## config.mk

```make
export PLATFORM = sky130hd
export DESIGN_NAME = tmr_tick_gen
export DESIGN_NICKNAME = d
export VERILOG_FILES = /design/src/rtl/tmr_tick_pkg.sv /design/src/rtl/tmr_cfg_regs.sv /design/src/rtl/tmr_prescaler.sv /design/src/rtl/tmr_chan_div.sv /design/src/rtl/tmr_tick_gen.sv
export SDC_FILE = /design/constraint.sdc
export NUM_CORES = 1
export LEC_CHECK = 0
export BUFFER_PORTS_ARGS = -buffer_cell sky130_fd_sc_hd__buf_2
export CAP_MARGIN = 20
export CORE_ASPECT_RATIO = 0.7
export CORE_UTILIZATION = 55
export DETAILED_ROUTE_END_ITERATION = 12
export GPL_TIMING_DRIVEN = 0
export PLACE_DENSITY = 0.78
export SLEW_MARGIN = 20
export SYNTH_ARGS = -nofsm -noshare
export SYNTH_HDL_FRONTEND = slang
export SYNTH_HIERARCHICAL = 1
export SYNTH_SLANG_ARGS = --single-unit
```

## constraint.sdc

```tcl
create_clock -name clk_i -period 2.8 [get_ports clk_i]
set_clock_uncertainty 0.15 [all_clocks]
set_input_delay 0.56 -clock clk_i [delete_from_list [all_inputs] [get_ports clk_i]]
set_output_delay 0.56 -clock clk_i [all_outputs]
set_load 0.05 [all_outputs]
```

## src/rtl/tmr_tick_pkg.sv

```systemverilog
package tmr_tick_pkg;

  localparam logic [7:0] OFS_PRE = 8'h00;
  localparam logic [7:0] OFS_SEL = 8'h04;

  // log2 of divisor for a selector code, saturated
  function automatic int unsigned sel_shift(int unsigned code, int unsigned base,
                                            int unsigned max_shift);
    int unsigned s;
    s = code + base;
    return (s > max_shift) ? max_shift : s;
  endfunction

endpackage

```

## src/rtl/tmr_cfg_regs.sv

```systemverilog
module tmr_cfg_regs
  import tmr_tick_pkg::*;
#(
  parameter int unsigned NUM_CH = 5,
  parameter int unsigned PRE_W  = 8,
  parameter int unsigned SEL_W  = 4,
  parameter int unsigned ADDR_W = 8
) (
  input  logic                    clk_i,
  input  logic                    rst_ni,
  input  logic                    we_i,
  input  logic [ADDR_W-1:0]       addr_i,
  input  logic [31:0]             wdata_i,
  output logic [31:0]             rdata_o,
  output logic [2*PRE_W-1:0]      pre_cfg_o,
  output logic [NUM_CH*SEL_W-1:0] sel_cfg_o
);

  localparam int unsigned PRE_BITS = 2 * PRE_W;
  localparam int unsigned SEL_BITS = NUM_CH * SEL_W;

  logic [PRE_BITS-1:0] pre_q;
  logic [SEL_BITS-1:0] sel_q;
  logic                hit_pre, hit_sel;

  assign hit_pre = (addr_i == ADDR_W'(OFS_PRE));
  assign hit_sel = (addr_i == ADDR_W'(OFS_SEL));

  always_ff @(posedge clk_i or negedge rst_ni) begin
    if (!rst_ni) begin
      pre_q <= '0;
      sel_q <= '0;
    end else if (we_i) begin
      if (hit_pre) pre_q <= wdata_i[PRE_BITS-1:0];
      if (hit_sel) sel_q <= wdata_i[SEL_BITS-1:0];
    end
  end

  always_comb begin
    rdata_o = '0;
    if (hit_pre)      rdata_o[PRE_BITS-1:0] = pre_q;
    else if (hit_sel) rdata_o[SEL_BITS-1:0] = sel_q;
  end

  assign pre_cfg_o = pre_q;
  assign sel_cfg_o = sel_q;

endmodule

```

## src/rtl/tmr_prescaler.sv

```systemverilog
module tmr_prescaler #(
  parameter int unsigned PRE_W = 8
) (
  input  logic             clk_i,
  input  logic             rst_ni,
  input  logic [PRE_W-1:0] lim_i,
  output logic             pulse_o
);

  logic [PRE_W-1:0] cnt_q;
  logic [PRE_W-1:0] lim_q;   // limit in force until the next wrap
  logic             wrap;

  assign wrap = (cnt_q == lim_q);

  always_ff @(posedge clk_i or negedge rst_ni) begin
    if (!rst_ni) begin
      cnt_q <= '0;
      lim_q <= '0;
    end else if (wrap) begin
      cnt_q <= '0;
      lim_q <= lim_i;
    end else begin
      cnt_q <= cnt_q + 1'b1;
    end
  end

  assign pulse_o = wrap;

endmodule

```

## src/rtl/tmr_chan_div.sv

```systemverilog
module tmr_chan_div
  import tmr_tick_pkg::*;
#(
  parameter int unsigned SEL_W     = 4,
  parameter int unsigned DIV_BASE  = 1,
  parameter int unsigned MAX_SHIFT = 4
) (
  input  logic             clk_i,
  input  logic             rst_ni,
  input  logic             pre_tick_i,
  input  logic [SEL_W-1:0] sel_i,
  output logic             tick_o
);

  localparam int unsigned CNT_W = MAX_SHIFT;

  logic [CNT_W-1:0] div_cnt_q;
  logic [CNT_W-1:0] mask;
  int unsigned      shift;
  logic             fire;

  always_comb begin
    shift = sel_shift(32'(sel_i), DIV_BASE, MAX_SHIFT);
    mask  = CNT_W'((32'd1 << shift) - 32'd1);
  end

  assign fire = pre_tick_i & (&(div_cnt_q | ~mask));

  always_ff @(posedge clk_i or negedge rst_ni) begin
    if (!rst_ni) begin
      div_cnt_q <= '0;
      tick_o    <= 1'b0;
    end else begin
      if (pre_tick_i) div_cnt_q <= div_cnt_q + 1'b1;
      tick_o <= fire;
    end
  end

endmodule

```

## src/rtl/tmr_tick_gen.sv

```systemverilog
module tmr_tick_gen #(
  parameter int unsigned NUM_CH    = 5,
  parameter int unsigned GRP0_CH   = 2,
  parameter int unsigned PRE_W     = 8,
  parameter int unsigned SEL_W     = 4,
  parameter int unsigned ADDR_W    = 8,
  parameter int unsigned DIV_BASE  = 1,
  parameter int unsigned MAX_SHIFT = 4
) (
  input  logic              clk_i,
  input  logic              rst_ni,
  input  logic              we_i,
  input  logic [ADDR_W-1:0] addr_i,
  input  logic [31:0]       wdata_i,
  output logic [31:0]       rdata_o,
  output logic [NUM_CH-1:0] tick_o
);

  localparam int unsigned NUM_GRP = 2;

  logic [NUM_GRP*PRE_W-1:0] pre_cfg;
  logic [NUM_CH*SEL_W-1:0]  sel_cfg;
  logic [NUM_GRP-1:0]       pre_tick;

  tmr_cfg_regs #(
    .NUM_CH(NUM_CH), .PRE_W(PRE_W), .SEL_W(SEL_W), .ADDR_W(ADDR_W)
  ) u_regs (
    .clk_i     (clk_i),
    .rst_ni    (rst_ni),
    .we_i      (we_i),
    .addr_i    (addr_i),
    .wdata_i   (wdata_i),
    .rdata_o   (rdata_o),
    .pre_cfg_o (pre_cfg),
    .sel_cfg_o (sel_cfg)
  );

  for (genvar g = 0; g < NUM_GRP; g++) begin : g_pre
    tmr_prescaler #(.PRE_W(PRE_W)) u_pre (
      .clk_i   (clk_i),
      .rst_ni  (rst_ni),
      .lim_i   (pre_cfg[g*PRE_W +: PRE_W]),
      .pulse_o (pre_tick[g])
    );
  end

  for (genvar c = 0; c < NUM_CH; c++) begin : g_ch
    localparam int unsigned GRP = (c < GRP0_CH) ? 0 : 1;
    tmr_chan_div #(
      .SEL_W(SEL_W), .DIV_BASE(DIV_BASE), .MAX_SHIFT(MAX_SHIFT)
    ) u_div (
      .clk_i      (clk_i),
      .rst_ni     (rst_ni),
      .pre_tick_i (pre_tick[GRP]),
      .sel_i      (sel_cfg[c*SEL_W +: SEL_W]),
      .tick_o     (tick_o[c])
    );
  end

endmodule

```

* After elaboration in Yosys (flattened, before gate mapping) *
Cells that the tools add are included.

operators by class
  $add $sub $neg = 17
  multiply operators = 0
  divide/modulo/power cells = 0
  magnitude comparators = 5
  equal/unequal tests = 3
  shift-type cells = 5
  mux-type cells = 10
  bitwise logic cells = 15
  reduce and logical (&&, ||, !) cells = 8

operator list
  cell                  count
  $gt 32x3->1 const B   5
  $mux 32               5
  $shl 1x32->4 const A  5
  $add 4x1->5 const B   5
  $add 4x1->4 const B   5
  $mux 20               1
  $not 4->4             5
  $or 4x4->4            5
  $reduce_and 4->1      5
  $sub 4x1->4 const B   5
  $add 8x1->8 const B   2
  $eq 8x8->1            2
  $mux 16               1
  $mux 8                2
  $eq 8x3->1 const B    1
  $logic_not 8->1       1
  $and 1x1->1           5
  $mux 4                1
  $reduce_and 2->1      2

word-level totals
  flip-flop bits (word level) = 93
  bits in latches = 0
  memory bits (writable) = 0
  ROM bits = 0
  bits of input ports = 43
  output and inout bits = 37
  logic and storage cells = 79
  memories kept = 0

* Logic depth before layout (Yosys ltp) *
Gate-level depths: netlist of run 1.

  depth in word-level cells = 9
  mapped depth = 7
  mapped depth without buffers = 7

* Hierarchy *
Netlist of run 1, hierarchy kept.

by module, submodules not included
  module         instances  cells an instance  area an instance (µm²)  seq. area each (µm²)
  tmr_cfg_regs   1          133                1804.2                  900.9
  tmr_prescaler  2          57                 729.4                   400.4
  tmr_chan_div   5          25                 284.0                   125.1

* Worst setup path before layout of run 1 *
No wires, ideal clock.

  path kind = input to output
  start = in addr_i[0]
  end = out rdata_o[0]
  arrival = 2.013 ns
  required time = 2.090 ns
  setup slack = 0.077 ns
  cell stages on the path = 4
  buffers on the path = 1
  path through = nor4_4 > nand2_1 > clkbuf_1 > nor2_1

on the way
  word-level cells in the longest chain between the ends = 3
  elaborated cells between the ends (all ways) = 4
  those cells by class = eq/ne (1); mux (2); reduce/logical (1)

RTL lines
  item             line                text
  start, declared  tmr_tick_gen.sv:13  input logic [ADDR_W-1:0] addr_i,
  $eq 8x3->1       tmr_cfg_regs.sv:27  assign hit_sel = (addr_i == ADDR_W'(OFS_SEL));
  $mux 20          tmr_cfg_regs.sv:42  else if (hit_sel) rdata_o[SEL_BITS-1:0] = sel_q;
  $mux 16 (*)      tmr_cfg_regs.sv:41  if (hit_pre) rdata_o[PRE_BITS-1:0] = pre_q;
  end, declared    tmr_tick_gen.sv:15  output logic [31:0] rdata_o,

Every way passes the cells marked *; elsewhere a longest branch is shown, timed or not.

* Final worst setup path of run 1 *
  start = in addr_i[0]
  end = out rdata_o[2]

The elaborated chain is that of the path after synthesis.

==> results of run 1 <==
## sequential cells by signal, indices dropped and copies added, names as in the netlist
| name | count |
|---|---|
| g_ch.u_div/div_cnt_q | 20 |
| g_pre.u_pre/lim_q | 16 |
| g_pre.u_pre/cnt_q | 16 |
| u_regs/sel_cfg_o | 20 |
| u_regs/pre_cfg_o | 16 |
| g_ch.u_div/tick_o | 5 |
## final cells by class
| cell class | instances | area share [%] |
|---|---|---|
| multi-input combinational | 265 | 40.7 |
| clock buffer | 12 | 4.51 |
| sequential | 93 | 42.6 |
| tap | 101 | 2.31 |
| inverter | 5 | 0.343 |
| buffer | 20 | 2.91 |
| timing repair buffer | 57 | 5.84 |
| clock inverter | 4 | 0.870 |
## cells by family after synthesis
| logic type | synth area share [%] |
|---|---|
| buffers and inverters | 3.77 |
| DFF | 49.7 |
| adders and majority gates | 4.54 |
| xor gates and xnor gates | 8.04 |
| and+or+nand+nor | 13.4 |
| muxes | 18.1 |
| other | 0.0801 |
| AOI/OAI and AO/OA | 2.40 |
## worst max-delay path by stage
stage	to	slack (ps)
floorplan	rdata_o[0]	80
global placement	rdata_o[9]	-110
detailed placement	rdata_o[9]	-120
CTS	rdata_o[9]	50
global route	rdata_o[9]	20
finish	rdata_o[2]	90
## through the flow
step                      worst slack (ps)  TNS (ps)  area (um^2)  std cells  power (mW)
after global routing                  15.8         0         5470        557        4.96
final                                 92.3         0         5470        557        4.66
after CTS                             50.8         0         5470        557        4.69
after floorplan                       77.5         0         4720        383        3.12
after detailed placement              -123      -934         5160        540        3.48
after global placement                -105      -730         5130        539        3.39
## layout by cell type (no fill, tap or decap), drive strengths merged, types with 5 or more instances in the layout
cell,count
nand2,11
nor3,6
nor4,11
buf,75
nand3,8
o221ai,5
conb,12
a21oi,5
and4,6
dfrtp,93
nand4,9
or2b,5
xnor2,30
nor2,37
xor2,13
a311oi,5
and3,8
mux2i,16
inv,5
ha,17
mux2,57
clkbuf,13
## power groups by stage
| stage | clock network, mW | registers, mW | logic, mW |
|---|---|---|---|
| 3_5_place_dp | 0 | 2.01 | 1.47 |
| 6_report | 1.20 | 2.00 | 1.47 |
| 2_1_floorplan | 0 | 2.02 | 1.10 |
| 5_1_grt | 1.27 | 2.05 | 1.63 |
| 4_1_cts | 1.22 | 2.00 | 1.48 |
| 3_3_place_gp | 0 | 2.00 | 1.39 |
## timing repair
action,CTS,global route
hold buffers,1,0
gates resized for setup,2,1
endpoints found under the setup margin,10,6
endpoints found under the hold margin,19,0
## per-layer routing
layer	wire, um	part of all wire (%)	track usage (%)
met1	4340	47	29.7
met2	4430	48	36.8
met3	355	3.8	6.03
met4	178	1.9	7.60
met5	0	0	0
==> metrics.md, run 1 <==
| Metric | Value |
|---|---|
| Area of the core | 0.00804 mm^2 |
| Clock root buffer | clkbuf_16 |
| Global-route wire length before repair | between 15,000 and 20,000 um |
| Area growth syn-to-layout | 16.8% |
| Cell with the most instances on the worst path | buf_2 |
| Fin Hold WS | slightly above 300 ps |
| Initial core utilization | between 50% and 60% |
| RR Endpoint | g_ch[2].u_div/tick_o |
| CP max stage cell | nor4_4 |
| Fraction of layout cells with a size suffix above 1 | 34.6% |
| Placer congestion estimate | 0.843 |
| Library cells used by synthesis | 33 |
| Final setup viols | 0 |
| Fin crit period | ~2700 ps |
| Syn Inst Count | between 300 and 400 |
| HP Class | in2reg |
| DRT Wirelength | between 9000 and 10,000 um |
| Req. time, crit path | about 2100 ps |
| Latest clock arrival within the worst-skew pair | about 340 ps |
| Comb pwr share | 31.4% |
| Clk buf depth | 2 |
| Antenna diodes | 0 |
| Status | complete, but fails checks |
| Main flop type after synthesis | dfrtp_1 |
| Total grt overflow | 0 |
| Critical Path Start | addr_i[0] |
| P per Cell Area | between 800 and 900 mW/mm^2 |
| Clock Power Share | 25.7% |
| Number of global-route vias before repair | 3,179 |
| RSZ-0062 raised after global routing | no |
| Number of enable flip-flop cells after synthesis | 0 |
| CP Class | in2out |
| R2R Setup Slk | 420 ps |
| Reg clk slew, reported paths | ~60 ps |
| CTS tree | built |
| Count leader, synth | dfrtp_1 |
| Final HPWL from detailed placement | roughly 6700 um |
| Failing checks | design-rule violations |
| Post-CTS setup buffers | 0 |
| Row Count | 27 |
| WHS Path Cells | 2 |
| Post-synth top area share | between 40% and 50% |
| Count of final max-slew check failures | 0 |
| Worst Hold End | u_regs/sel_cfg_o[18] |
| Final Util | 68.0% |
| IO buf count | 55 |
| Initial antenna violation count | 0 |
| Flip-flop and latch area | about 0.0023 mm^2 |
| Fmax | ~370 MHz |
| Antenna-violating nets left | 0 |
| DR pass1 iterations | 8 |
| Top delay family on crit path | simple AND/OR/NAND/NOR gates |
| MaxCap Viol Count | 0 |
| CP Depth | 6 |
| Register bit count reported by yosys | 93 |
| Slew @ Worst Pin | between 800 and 900 ps |
| Leak pwr | between 2 and 3 nW |
| FF-to-FF path depth | 6 |
| Top cells by area, synth | dfrtp_1 (50%), mux2_2 (11%), xnor2_1 (5.6%) |
| Switching Share | between 30% and 40% |
| Yosys top cell by area | dfrtp_1 |
| DIE AREA | approximately 0.0089 mm^2 |
| Critical path cell sequence | buf_2 -> nor4_4 -> nand2_2 -> buf_2 -> nor2_1 -> buf_2 |
| Boundary Pins | 80 |
| Synth cell count leaders | dfrtp_1 (93), mux2_2 (45), nor2_1 (35), xnor2_1 (30), ha_1 (17) |
| Power share of the sequential group | around 43% |
| Pin count of the biggest net entering global routing | 75 |
| WL/cell | about 17 um |
| Die Height | 79.2 um |
| WP buf/inv | 3 |
| Die W | 112 um |
| Post-synthesis cell area | between 0.004 and 0.005 mm^2 |
| Endpoints failing hold | 0 |
| Via density | 5.62 |
| Drc violations | 2 |
| P_int | around 3.1 mW |
| Hold_sp | wdata_i[18] |
| H-tree levels | 3 |
| Yosys warnings | 6 |
| Routed vias | ~3,100 |
| Final net count | between 500 and 600 |
| CP peak stage delay | 400 ps |
| IR Drop Worst-Case VDD | between 0.0004 and 0.0005 V |
| P_sw | between 1.5 and 2 mW |
| Max-slew headroom | between 40% and 50% |
| Critical path arrival | approximately 2000 ps |
| Total GRT Usage | a little under a quarter |
| Ys async rst share | 100% |
| Filler cells | 616 |
| Multi-input gate area | 0.00222 mm^2 |
| Fin crit share | between 90% and 100% |
| Clock Sinks | 93 |
| CTS Buf Count | 9 |
| Worst r2r src | u_regs/sel_cfg_o[8] |
| Worst Path Max Fanout | 10 |
| Synth Area per Inst | between 10 and 15 um^2 |
| Seq/Total Area, Yosys | between 40% and 50% |
| CP Launch Type | input pin |
| Crit end category | primary output |
| Iter 0 DRT Violations | approximately 150 |
Note: power is estimated with default switching activity, not from simulation.
==> inputs of run 2 (changes only) <==
--- a/config.mk
+++ b/config.mk
@@ -12,6 +12,7 @@
 export DETAILED_ROUTE_END_ITERATION = 12
 export GPL_TIMING_DRIVEN = 0
 export PLACE_DENSITY = 0.78
+export SETUP_SLACK_MARGIN = 0.1
 export SLEW_MARGIN = 20
 export SYNTH_ARGS = -nofsm -noshare
 export SYNTH_HDL_FRONTEND = slang
==> run 2 against run 1 <==
Effect of this change:
- the run still ends with design-rule violations left
- count of clock-buffer cells in the layout is the same
- register-to-register slack is essentially flat
- first-iteration DRC count shrank 0.66%
- sequential share of layout area shrank 0.30 points
- fmax grew 3.6%
- final cell count grew 0.36%
- critical path type unchanged
==> metrics.md, run 2 (synthesized netlist as in run 1, its figures left out) <==
| Metric | Value |
|---|---|
| Critical Path Start | addr_i[5] |
| Latest clock arrival within the worst-skew pair | 340 ps (about the same) |
| MaxCap Viol Count | 0 (unchanged) |
| RSZ-0062 raised after global routing | no |
| Fin cells | 559 (+0.36%) |
| Worst r2r src | u_regs/sel_cfg_o[12] |
| CP Launch Type | input pin |
| CP max stage cell | nor3_2 |
| Dpl ws | -123 ps (unchanged) |
| Final net count | 513 (+0.39%) |
| Cell area after placement | 0.00516 mm^2 (unchanged) |
| Final HPWL from detailed placement | 6690 um (unchanged) |
| Fraction of layout cells with a size suffix above 1 | 34.9% (+0.29 points) |
| Max-slew headroom | 53.7% (+8.7 points) |
| Failing checks | design-rule violations |
| Boundary Pins | 80 (unchanged) |
| Die W | 112 um (unchanged) |
| Antenna diodes | 0 (unchanged) |
| Total grt overflow | 0 (unchanged) |
| CP Class | in2out |
| Critical path cell sequence | buf_2 -> nor3_2 -> nand2_4 -> clkbuf_4 -> nor2_1 -> buf_2 |
| HP Class | in2reg |
| WL/cell | 16.8 um (+0.62%) |
| Antenna-violating nets left | 0 (unchanged) |
| Area of the core | 0.00804 mm^2 (unchanged) |
| Hold_sp | wdata_i[18] |
| Initial antenna violation count | 0 (unchanged) |
| Worst Path Max Fanout | 10 (unchanged) |
| Placed Instances | 540 (unchanged) |
| Status | complete, but fails checks |
| Fmax | 383 MHz (+3.6%) |
| Final Util | 68.5% (+0.48 points) |
| Clk buf depth | 2 (unchanged) |
| Iter 0 DRT Violations | 150 (-0.66%) |
| Cell with the most instances on the worst path | buf_2 |
| WHS Path Cells | 2 (unchanged) |
| FF-to-FF path depth | 6 (unchanged) |
| Reg clk slew, reported paths | 60 ps (about the same) |
| Via density | 5.65 (+0.50%) |
| Fin Hold WS | 304 ps (-0.144 ps) |
| Setup Total Neg Slack | 0 ps (unchanged) |
| Number of global-route vias before repair | 3,183 (+0.13%) |
| P per Cell Area | 848 mW/mm^2 (-0.64%) |
| IR Drop Worst-Case VDD | 0.000484 V (about the same) |
| DR pass1 iterations | 9 (+1) |
| Drc violations | 2 (unchanged) |
| Critical path arrival | 1900 ps (-100 ps) |
| Crit end category | primary output |
| Total GRT Usage | 22.7% (+0.034 points) |
| Die Height | 79.2 um (unchanged) |
| Placer congestion estimate | 0.843 (unchanged) |
| Pin count of the biggest net entering global routing | 75 (unchanged) |
| Final Cell Area | 0.00551 mm^2 (+0.71%) |
| Clock Sinks | 93 (unchanged) |
| Routed vias | 3,157 (+0.86%) |
| Fin crit share | 93.3% (-3.4 points) |
| Filler cells | 612 (-0.65%) |
| Multi-input gate area | 0.00223 mm^2 (+0.23%) |
| Initial core utilization | 58.2% (unchanged) |
| Final Power | 4.67 mW (about the same) |
| Final Worst Setup Slack | 187 ps (+94.6 ps) |
| Commonest cells after routing, fill and taps aside | dfrtp_1 (93), buf_2 (50), mux2_2 (45) |
| Commonest non-fill, non-tap cell in the layout | dfrtp_1 |
| CTS tree | built |
| Endpoints failing hold | 0 (unchanged) |
| H-tree levels | 3 (unchanged) |
| Leak pwr | 2.76 nW (+1.0%) |
| IO buf count | 55 (unchanged) |
| Global-route wire length before repair | 15,300 um (+0.18%) |
| Area growth syn-to-layout | 17.6% |
| CTS Buf Count | 9 (unchanged) |
| DIE AREA | 0.00889 mm^2 (unchanged) |
| Slew @ Worst Pin | 694 ps (-131 ps) |
| Clock root buffer | clkbuf_16 |
| Count of final max-slew check failures | 0 (unchanged) |
| Row Count | 27 (unchanged) |
| Flip-flop and latch area | 0.00233 mm^2 (unchanged) |
| CP peak stage delay | 420 ps (+20 ps) |
| Fin crit period | 2610 ps (-94.6 ps) |
| Req. time, crit path | 2090 ps (about the same) |
| DRT Wirelength | 9400 um (+0.98%) |
| Final setup viols | 0 (unchanged) |
==> run 2: cell count changes in the layout (fill, tap and decap cells not counted) <==
cell	previous run	this run
buf_4	12	18
buf_2	55	50
buf_1	1	0
clkbuf_4	0	1
clkdlybuf4s15_1	0	1
nand2_2	1	0
nand2_4	0	1
==> run 2: final timing paths <==
kind                                                   end  slack [ps]
worst max-delay path                            rdata_o[0]         190
worst min-delay path                  u_regs/sel_cfg_o[18]         300
worst max register to register        g_ch[3].u_div/tick_o         420
worst min register to register  g_ch[0].u_div/div_cnt_q[3]         330
max in group asynchronous             u_regs/pre_cfg_o[15]        1400
min in group asynchronous              u_regs/sel_cfg_o[7]         490
==> run 2: final cells by class <==
cell class	instances	share of cell area, %
Buffer	20	3.04
Clock buffer	12	4.48
Clock inverter	4	0.863
Inverter	5	0.341
Multi-Input combinational cell	265	40.5
Sequential cell	93	42.3
Tap cell	101	2.29
Timing Repair Buffer	59	6.25
==> run 2: what timing repair did <==
| item | 4_1_cts | 5_1_grt |
|---|---|---|
| gates resized for setup | 7 | 2 |
| hold endpoints to repair | 19 | 0 |
| setup endpoints to repair | 10 | 8 |
| pin swaps | 0 | 1 |
| hold buffers | 1 | 0 |
| setup buffers | 0 | 2 |
==> run 2: critical path: cells and delay by family <==
kind	cells	cell delay (ps)
AND/OR/NAND/NOR	3	720
buffers and inverters	3	620
==> run 2: per-layer routing <==
| metal | part of all wire (%) | global-route usage, % | up-vias |
|---|---|---|---|
| li1 | - | - | 1475 |
| met1 | 47 | 29.7 | 1601 |
| met2 | 48 | 37.0 | 65 |
| met3 | 3.7 | 6.03 | 16 |
| met4 | 1.4 | 7.60 | 0 |
| met5 | 0 | 0 | - |
==> run 2: power by group <==
part | leakage (nW) | switching [mW] | internal (mW)
clock network | 0.143 | 0.483 | 0.714
logic | 1.39 | 0.779 | 0.690
registers | 1.23 | 0.330 | 1.67
total | 2.76 | 1.59 | 3.07
==> inputs of run 3 (changes only) <==
==> constraint.sdc (replaced) <==
create_clock -name clk_i -period 3.4 [get_ports clk_i]
set_clock_uncertainty 0.15 [all_clocks]
set_input_delay 0.68 -clock clk_i [delete_from_list [all_inputs] [get_ports clk_i]]
set_output_delay 0.68 -clock clk_i [all_outputs]
set_load 0.05 [all_outputs]
==> run 3 against run 2 <==
Effect of this change:
- routed wire length decreased by 1.4%
- largest cell class unchanged
- sequential power decreased by 18%
- sequential share of layout area increased by 0.41 points
- highest routed layer unchanged
- the flow still finishes with violations (design-rule violations)
- critical path depth unchanged
- final cell count decreased by 0.54%
==> metrics.md, run 3 (synthesized netlist as in run 1, its figures left out) <==
| Metric | Value |
|---|---|
| P per Cell Area | 703 mW/mm^2 (-17%) |
| Commonest cells after routing, fill and taps aside | dfrtp_1 (93), buf_2 (54), mux2_2 (45) |
| Fin crit period | between 3000 and 4000 ps |
| Worst Path Max Fanout | 10 (unchanged) |
| Die W | 112 um (unchanged) |
| Global-route wire length before repair | 15,300 um (-0.45%) |
| Leak pwr | 2.73 nW (-1.3%) |
| Final setup viols | 0 (unchanged) |
| Total grt overflow | 0 (unchanged) |
| H-tree levels | 3 (unchanged) |
| Pin count of the biggest net entering global routing | 75 (unchanged) |
| Initial core utilization | 58.2% (unchanged) |
| Final Power | 3.83 mW (-18%) |
| Flip-flop and latch area | 0.00233 mm^2 (unchanged) |
| DR pass1 iterations | 8 (-1) |
| CTS hold repair buffers | 0 (-1) |
| Fin crit share | between 90% and 100% |
| Post-CTS setup buffers | 0 (unchanged) |
| Failing checks | design-rule violations |
| Commonest non-fill, non-tap cell in the layout | dfrtp_1 |
| R2R Setup Slk | 1030 ps (+610 ps) |
| Total GRT Usage | 22.6% (-0.086 points) |
| Antenna-violating nets left | 0 (unchanged) |
| Row Count | 27 (unchanged) |
| Final Util | 67.8% (-0.65 points) |
| Fmax | 316 MHz |
| IO buf count | 55 (unchanged) |
| HP Class | in2async |
| Setup Total Neg Slack | 0 ps (unchanged) |
| CTS tree | built |
| WL/cell | 16.7 um (-0.83%) |
| Count of final max-slew check failures | 0 (unchanged) |
| FF-to-FF path depth | 6 (unchanged) |
| Initial antenna violation count | 0 (unchanged) |
| RR Endpoint | g_ch[2].u_div/tick_o |
| Critical path arrival | 2340 ps (+440 ps) |
| Req. time, crit path | 2570 ps (+480 ps) |
| Die Height | 79.2 um (unchanged) |
| Reg clk slew, reported paths | 60 ps (about the same) |
| Endpoints failing hold | 0 (unchanged) |
| Max-slew headroom | 43.6% (-10 points) |
| Clock Sinks | 93 (unchanged) |
| Fraction of layout cells with a size suffix above 1 | 34.3% (-0.65 points) |
| Worst r2r src | u_regs/sel_cfg_o[8] |
| Routed vias | 3,102 (-1.7%) |
| Final HPWL from detailed placement | 6690 um (unchanged) |
| Boundary Pins | 80 (unchanged) |
| Latest clock arrival within the worst-skew pair | 340 ps (about the same) |
| CP Class | in2out |
| Placer congestion estimate | 0.843 (unchanged) |
| Final net count | 510 (-0.58%) |
| Slew @ Worst Pin | 847 ps (+153 ps) |
| IR Drop Worst-Case VDD | 0.000399 V (-18%) |
| Antenna diodes | 0 (unchanged) |
| Iter 0 DRT Violations | 153 (+2.0%) |
| Area growth syn-to-layout | 16.5% |
| DRT Wirelength | 9270 um (-1.4%) |
| MaxCap Viol Count | 0 (unchanged) |
| Area of the core | 0.00804 mm^2 (unchanged) |
| Status | complete, but fails checks |
| Clk buf depth | 2 (unchanged) |
| Clock root buffer | clkbuf_16 |
| Filler cells | 618 (+0.98%) |
| Drc violations | 2 (unchanged) |
| Resize count post-CTS | 0 (-7) |
| Number of global-route vias before repair | 3,167 (-0.50%) |
| Via density | 5.58 (-1.2%) |
| Crit end category | primary output |
| RSZ-0062 raised after global routing | no |
| Multi-input gate area | 0.00222 mm^2 (-0.34%) |
| CTS Buf Count | 9 (unchanged) |
| DIE AREA | 0.00889 mm^2 (unchanged) |
| CP Launch Type | input pin |
run 3: per-layer routing:
layer  vias up  routed length [um]  track usage [%]
met5         -                   0                0
met4         0                 133             7.60
met3        10                 381             6.03
met2        69                4480             36.7
met1      1554                4280             29.7
li1       1469                   -                -
run 3: area by class of cell:
cell class | instances | share of cell area (%)
Tap cell | 101 | 2.32
Timing Repair Buffer | 56 | 5.67
Inverter | 5 | 0.344
Multi-Input combinational cell | 265 | 40.7
Buffer | 20 | 2.89
Clock buffer | 12 | 4.52
Sequential cell | 93 | 42.7
Clock inverter | 4 | 0.872
run 3: through the flow:
| step | worst slack [ps] | hold WS (ps) | instance area, um^2 | std cells |
|---|---|---|---|---|
| after CTS | 250 | 25.4 | 5450 | 556 |
| final | 234 | 28.4 | 5450 | 556 |
| after global routing | 125 | 28.5 | 5450 | 556 |
| after global placement | 255 | 316 | 5130 | 539 |
| after detailed placement | 237 | 314 | 5160 | 540 |
| after floorplan | 437 | 234 | 4720 | 383 |
run 3: worst max-delay path by stage:
stage	from	end	slack [ps]	depth (start not counted)
final	addr_i[0]	rdata_o[2]	230	6
after global routing	addr_i[0]	rdata_o[9]	130	6
after CTS	addr_i[0]	rdata_o[9]	250	6
after detailed placement	addr_i[0]	rdata_o[9]	240	6
after global placement	addr_i[0]	rdata_o[9]	250	6
after floorplan	addr_i[0]	rdata_o[0]	440	4
run 3: power by group:
part / switching, mW / leakage [nW] / internal [mW]
combinational: 0.636 / 1.36 / 0.566
sequential: 0.271 / 1.23 / 1.38
clock: 0.396 / 0.143 / 0.588
total: 1.30 / 2.73 / 2.53
run 3: worst max-delay path, cell delays in order:
cell      delay (ps)
buf_2            110
nor4_4           380
nand2_1          310
clkbuf_1         350
nor2_1           210
buf_2            280
